==> config.mk <==
export PLATFORM = sky130hd
export DESIGN_NAME = sio_cfg_port
export DESIGN_NICKNAME = d
export VERILOG_FILES = /design/src/rtl/sio_cfg_port.sv
export SDC_FILE = /design/constraint.sdc
export NUM_CORES = 1
export LEC_CHECK = 0
export BUFFER_PORTS_ARGS = -buffer_cell sky130_fd_sc_hd__buf_2
export CORE_MARGIN = 2
export CORE_UTILIZATION = 42
export DETAILED_ROUTE_END_ITERATION = 10
export PLACE_DENSITY = 0.75
export SKIP_CTS_REPAIR_TIMING = 1
export SLEW_MARGIN = 20
export SYNTH_ARGS = -nofsm -noshare
export SYNTH_HDL_FRONTEND = slang
export SYNTH_SLANG_ARGS = --single-unit
==> constraint.sdc <==
create_clock -name clk -period 1.8 [get_ports clk]
set_input_delay 0.36 -clock clk [delete_from_list [all_inputs] [get_ports clk]]
set_output_delay 0.36 -clock clk [all_outputs]
set_load 0.01 [all_outputs]
==> src/rtl/sio_cfg_port.sv <==
module sio_cfg_port #(
  parameter int          NUM_LD  = 4,
  parameter logic [7:0]  DEV_ID  = 8'hA5,
  parameter logic [7:0]  DEV_REV = 8'h01,
  parameter logic [7:0]  UNLOCK  = 8'h87,
  parameter logic [7:0]  EXIT    = 8'hAA
) (
  input  logic                 clk,
  input  logic                 rst_n,
  input  logic                 bus_wr,
  input  logic                 bus_rd,
  input  logic                 bus_addr,
  input  logic [7:0]           bus_wdata,
  output logic [7:0]           bus_rdata,
  input  logic                 strap_hi,
  output logic [NUM_LD-1:0]    ld_sel,
  output logic                 ld_wr,
  output logic                 ld_rd,
  output logic [7:0]           ld_idx,
  output logic [7:0]           ld_wdata,
  input  logic [8*NUM_LD-1:0]  ld_rdata,
  output logic [NUM_LD-1:0]    ld_active
);

  localparam int         SEL_W     = (NUM_LD > 1) ? $clog2(NUM_LD) : 1;
  localparam logic [7:0] LD_CNT    = 8'(NUM_LD);
  localparam logic [7:0] IDX_LDN   = 8'h07;
  localparam logic [7:0] IDX_ID    = 8'h20;
  localparam logic [7:0] IDX_REV   = 8'h21;
  localparam logic [7:0] IDX_STRAP = 8'h26;
  localparam logic [7:0] IDX_ACT   = 8'h30;
  localparam logic [1:0] ST_LOCK   = 2'd0;
  localparam logic [1:0] ST_ARMED  = 2'd1;
  localparam logic [1:0] ST_OPEN   = 2'd2;

  logic [1:0]        st_q;
  logic [7:0]        idx_q;
  logic [7:0]        ldn_q;
  logic [NUM_LD-1:0] act_q;

  wire              idx_wr  = bus_wr & ~bus_addr;
  wire              data_wr = bus_wr & bus_addr;
  wire              data_rd = bus_rd & bus_addr;
  wire              is_open = (st_q == ST_OPEN);
  wire              ldn_ok  = (ldn_q < LD_CNT);
  wire              ld_zone = (idx_q > IDX_ACT);
  wire              fwd     = is_open & ldn_ok & ld_zone;
  wire [SEL_W-1:0]  ldn_sel = ldn_q[SEL_W-1:0];
  wire [7:0]        dev_rd  = ld_rdata[{ldn_sel, 3'b000} +: 8];

  assign ld_wr     = fwd & data_wr;
  assign ld_rd     = fwd & data_rd;
  assign ld_idx    = idx_q;
  assign ld_wdata  = bus_wdata;
  assign ld_active = act_q;

  for (genvar g = 0; g < NUM_LD; g++) begin : g_sel
    assign ld_sel[g] = (ld_wr | ld_rd) & (ldn_q == 8'(g));
  end

  always_ff @(posedge clk) begin
    if (!rst_n) begin
      st_q  <= ST_LOCK;
      idx_q <= 8'h00;
      ldn_q <= 8'h00;
      act_q <= '0;
    end else begin
      if (idx_wr) begin
        case (st_q)
          ST_LOCK:  st_q <= (bus_wdata == UNLOCK) ? ST_ARMED : ST_LOCK;
          ST_ARMED: st_q <= (bus_wdata == UNLOCK) ? ST_OPEN : ST_LOCK;
          default:
            if (bus_wdata == EXIT) st_q <= ST_LOCK;
            else                   idx_q <= bus_wdata;
        endcase
      end
      if (data_wr && is_open) begin
        if (idx_q == IDX_LDN) ldn_q <= bus_wdata;
        if (idx_q == IDX_ACT && ldn_ok) act_q[ldn_sel] <= bus_wdata[0];
      end
    end
  end

  always_comb begin
    bus_rdata = 8'hFF;
    if (is_open) begin
      if (!bus_addr) bus_rdata = idx_q;
      else begin
        case (idx_q)
          IDX_LDN:   bus_rdata = ldn_q;
          IDX_ID:    bus_rdata = DEV_ID;
          IDX_REV:   bus_rdata = DEV_REV;
          IDX_STRAP: bus_rdata = {1'b0, strap_hi, 6'b0};
          IDX_ACT:   bus_rdata = ldn_ok ? {7'b0, act_q[ldn_sel]} : 8'h00;
          default:   bus_rdata = (ld_zone && ldn_ok) ? dev_rd : 8'h00;
        endcase
      end
    end
  end

endmodule

# == Word-level counts from Yosys, hierarchy flattened ==
# Index checks and enable logic that the tools add are counted.
# W data, S select, Z words.
# op_classes
n_shift,1
bitwise_logic,15
muxes,14
eq_ne,12
order_cmp,4
n_reduce_logical,12
# ops
operator,count
$pmux W8 S5,1
$eq A8 B6 Y1 const B,4
$shiftx A32 B6 Y8,1
$mux W8,3
$eq A8 B2 Y1 const B,2
$eq A8 B8 Y1 const B,2
$and A1 B1 Y1,11
$eq A8 B1 Y1 const B,1
$eq A8 B3 Y1 const B,1
$gt A8 B6 Y1 const B,1
$logic_not A8 Y1,1
$lt A8 B3 Y1 const B,1
$reduce_and A2 Y1,3
$bwmux W4,1
$logic_and A1 B1 Y1,4
$mux W1,4
$mux W2,2
$pmux W2 S2,1
$lt A2 B3 Y1 const B,1
$not A1 Y1,3
$reduce_and A3 Y1,1
$reduce_bool A3 Y1,1
$bmux W1 S2,1
$demux W1 S2,1
other kinds (6),6
# totals
register_bits,22
out_inout_bits,34
wordCells,62

# == Longest topological paths before layout ==
# logic_depth
word_depth,6
mapped_depth,7
ltp_nobuf,5

# == Worst setup path after synthesis ==
# Ideal clock, no wire load.
# synth_timing
kind,register to output
startpoint,"reg idx_q[1], in the netlist ld_idx[1]"
endpoint,out ld_sel[0]
stages_incl_launch_ff,7
slack_ps,-105
required_time_ps,1440
t_arrival_ps,1545
path_buffers,1
cell_sequence,dfxtp_1 > nor4_2 > o21ai_0 > and3_1 > buf_2 > o211ai_1 > nor3_1
# synth_via
elab_chain_len,5
word_cells_on_any_way,6
cone_classes,order compare: 1; bitwise: 5
# synth_rtl
element,line_no,rtl
start: declaration,37,logic [7:0] idx_q;
start signal: assignment,74,else idx_q <= bus_wdata;
$gt A8 B6 Y1 (*),46,wire ld_zone = (idx_q > IDX_ACT);
$and A1 B1 Y1 (*),47,wire fwd = is_open & ldn_ok & ld_zone;
"$and A1 B1 Y1, on equally long branches","51, 52",
$or A1 B1 Y1 (*),58,assign ld_sel[g] = (ld_wr | ld_rd) & (ldn_q == 8'(g));
$and A1 B1 Y1 (*),58,
end: declaration,16,"output logic [NUM_LD-1:0] ld_sel,"
# Mark *: on every way between the ends. The rest lies on a longest branch, timed or not.

# == Worst setup path after layout ==
# layout_timing
startpoint,reg ldn_q[2]
endpoint,out ld_sel[3]
# layout_via
elab_chain_len,6
word_cells_on_any_way,8
cone_classes,order compare: 1; eq/ne: 1; bitwise: 6
# layout_rtl
element,line_no,rtl
start: declaration,38,logic [7:0] ldn_q;
start signal: assignment,78,if (idx_q == IDX_LDN) ldn_q <= bus_wdata;
$lt A8 B3 Y1,45,wire ldn_ok = (ldn_q < LD_CNT);
$and A1 B1 Y1 (2 in a row),47,
"$and A1 B1 Y1, on equally long branches","51, 52",
$or A1 B1 Y1,58,
$and A1 B1 Y1 (*),58,
# Marks and branches as above.

==> run_results.csv <==
group,metric,value,unit
outcome,status,"finished, violations left",
outcome,violations,"negative setup slack",
synth,synth.avg_cell_area,8.99,µm²
final_layout,multi_input_area,1360,µm²
global_routing,grt_overflow_total,0,
power,power_frac_comb,0.122,
final_layout,finalInstanceArea,2760,µm²
drt,drcViolationCount,0,
drt,routed-wl-met2,3.52,mm
clock_network,clk_latency,270,ps
clock_network,clk_path_buf_depth,2,
job,max_cap_violations,0,
min_path,min_to,"ldn_q[2]",
power,switching_power,0.231,mW
die,pin_count,80,
sta,min_period_over_period,1.26,
die,die_h,68.0,µm
sta,final-hold-violation-count,0,
critical_path,reg2reg_from,"ld_idx[1]",
placement,place.gp.congestion,0.902,
die,start_util,0.433,
clock_network,cts-root-buf,"clkbuf_8",
power,swShare,0.214,
global_routing,grt_pass1_vias,1821,
critical_path,arrival,1900,ps
min_path,hp-start,"bus_wdata[2]",
min_path,hp-class,"in -> reg",
power,p_int,0.851,mW
clock_network,numClockSinks,22,
power,p_leak,1.19,nW
sta,hold_ws,422,ps
sta,setup_viol,15,
power,ir_drop,401,µV
drt,via_per_inst,5.83,
final_layout,layout.nets,347,
sta,fmax,442,MHz
drt,wl_met1,2.54,mm
die,die_area,4620,µm²
synth,async_reset_ff_frac,0,
synth,yosys.area.top_type,"dfxtp_1",
critical_path,crit_path_start_kind,"flop",
critical_path,cpPeakStageDelay,340,ps
critical_path,slowest_stage,"dfxtp_2",
die,core_area,3970,µm²
synth,synth_common_cells,"dfxtp_1 (22), nor2b_1 (21), mux2i_1 (19)",
sta,rsz0062_at_grt,"true",
die,placementRows,23,
die,die_x,68.0,µm
critical_path,path_class,"reg -> out",
synth,netlist_area,1720,µm²
sta,relSlewSlack,0.675,
synth,ys.flop_type,"dfxtp_1",
sta,tns,-4840,ps
critical_path,crit_fanout,4,
final_layout,seqCellArea,458,µm²
drt,ant_nets,0,
sta,fin_worst_skew,3.88,ps
critical_path,reg2reg_slack,0,ps
sta,period_needed,2260,ps
synth,ys_seq_elements,22,
global_routing,grt_pass1_wl,8.38,mm
global_routing,grt_usage,0.240,
critical_path,reg2reg_to,"ld_active[0]",
synth,synth-edff-count,0,
drt,dr.max_layer_used,"met4",
final_layout,synthToLayoutAreaGrowth,60.8,%
sta,setup_ws,-462,ps
global_routing,grt_max_degree,23,
drt,routedWlPerCell,19.2,µm
placement,dpl_cell_area,2440,µm²
clock_network,cts_tree,"done",
synth,syn_nets,237,
power,p_seq_frac,0.445,
sta,worstMarginPinSlew,487,ps
drt,firstDrtPassIters,4,
drt,drt-initial-drc-count,216,
placement,hpwl,4.53,mm
clock_network,htreeDepth,1,
synth,syn_inst,191,
critical_path,reg2regPathDepth,7,
placement,port_buffers,79,
global_routing,antenna_found_initial,0,
critical_path,cp.required,1440,ps
critical_path,crit_chain,"nor4_4, and2_4, and3_4, o211ai_1, buf_4, nor2_1, buf_2",
synth,synth-seq-area-share,0.256,
synth,synth_most_common_cell,"dfxtp_1",
synth,synthTopCellsByArea,"dfxtp_1 (26%), mux4_2 (12%), mux2i_1 (11%), nor2b_1 (7.6%), buf_4 (4.4%)",
power,powerDensity,392,nW/µm²
drt,met3WireLength,378,µm
critical_path,end_kind,"primary output",
synth,yosysWarnings,0,
clock_network,clk_pin_slew,80,ps
final_layout,layout-drive-gt1-share,0.617,
power,p_clk_frac,0.433,
final_layout,diodes,0,
clock_network,cts_made_buffers,3,
synth,synth_top_area_frac,0.256,
synth,netlist-cell-type-count,44,
sta,finalMaxSlewViolations,0,
final_layout,fillers,303,
drt,drt_wl_total,6.73,mm
min_path,whs_path_depth,3,
drt,vias,2041,
==> layout make-up <==
type,instances,share of cell area
tap,50,0.0226
timing repair buffer,125,0.281
clock buffer,3,0.0149
sequential,22,0.166
multi-input combinational,140,0.492
inverter,9,0.0122
clock inverter,1,0.0109
==> per-layer routing <==
metal  track usage  up-vias
met5             0        -
met4         0.108        0
met3        0.0411       33
met2         0.411      110
met1         0.293      977
li1              -      921
==> how the worst max path moves through the flow <==
| stage | from | to | slack, ps | cells past startpoint |
|---|---|---|---|---|
| after floorplan | ld_idx[0] | ld_sel[1] | 6 | 7 |
| after global placement | ldn_q[4] | bus_rdata[5] | -130 | 7 |
| after detailed placement | ld_idx[1] | bus_rdata[2] | -200 | 6 |
| after CTS | ld_idx[1] | bus_rdata[2] | -490 | 6 |
| after global routing | ld_idx[0] | bus_rdata[2] | -520 | 7 |
| final | ldn_q[2] | ld_sel[3] | -460 | 7 |
==> power by group through the flow <==
| stage | combinational (mW) | clock, mW | sequential (mW) |
|---|---|---|---|
| floorplan | 0.0560 | 0 | 0.498 |
| global placement | 0.121 | 0 | 0.498 |
| detailed placement | 0.125 | 0 | 0.498 |
| CTS | 0.126 | 0.467 | 0.486 |
| global route | 0.140 | 0.487 | 0.482 |
| finish | 0.132 | 0.468 | 0.481 |
==> critical path: cells and delay by family, from the launching register on <==
kind	cells	cell delay, ps
AO/OA/AOI/OAI	1	150
AND/OR/NAND/NOR	4	790
flip-flops	1	340
buffers and inverters	2	340
==> sequential cells by signal (all words and copies together), names as in the netlist <==
name	cells
ld_idx	8
ldn_q	8
ld_active	4
st_q	2
==> through the flow <==
stage          instances  power, mW  setup slack (ps)   util
6_report             350       1.08              -462  0.696
5_1_grt              350       1.11              -520  0.696
4_1_cts              345       1.08              -494  0.632
3_5_place_dp         341      0.623              -198  0.614
3_3_place_gp         341      0.619              -128  0.614
2_1_floorplan        191      0.554              5.95      -
==> placed cells by master (no fill, tap or decap), types with 2 or more instances in the layout <==
cell,Yosys,layout
a211oi_2,0,4
a21boi_0,2,2
a21oi_4,0,3
buf_12,0,2
buf_2,4,79
buf_4,10,41
buf_6,0,3
clkbuf_8,0,3
dfxtp_1,22,14
dfxtp_2,0,5
dfxtp_4,0,3
inv_1,9,8
mux2i_1,19,19
mux4_2,9,9
nand2_1,15,12
nand2_2,0,3
nand2b_1,3,2
nand3_1,7,7
nand4_1,3,3
nor2_1,6,5
nor2b_1,21,21
nor3_1,9,5
nor3_4,0,3
nor4_4,1,4
o2111ai_1,3,3
o21ai_2,0,2
o221ai_2,0,3
==> cell families (layout without fill, tap and decap cells) <==
group,Yosys count,in the layout,synth area share
simple gates,84,84,0.307
buf+inv,29,138,0.0881
compound gates,28,28,0.120
mux,28,28,0.229
flops,22,22,0.256
Power figures use the tool's default switching activity.
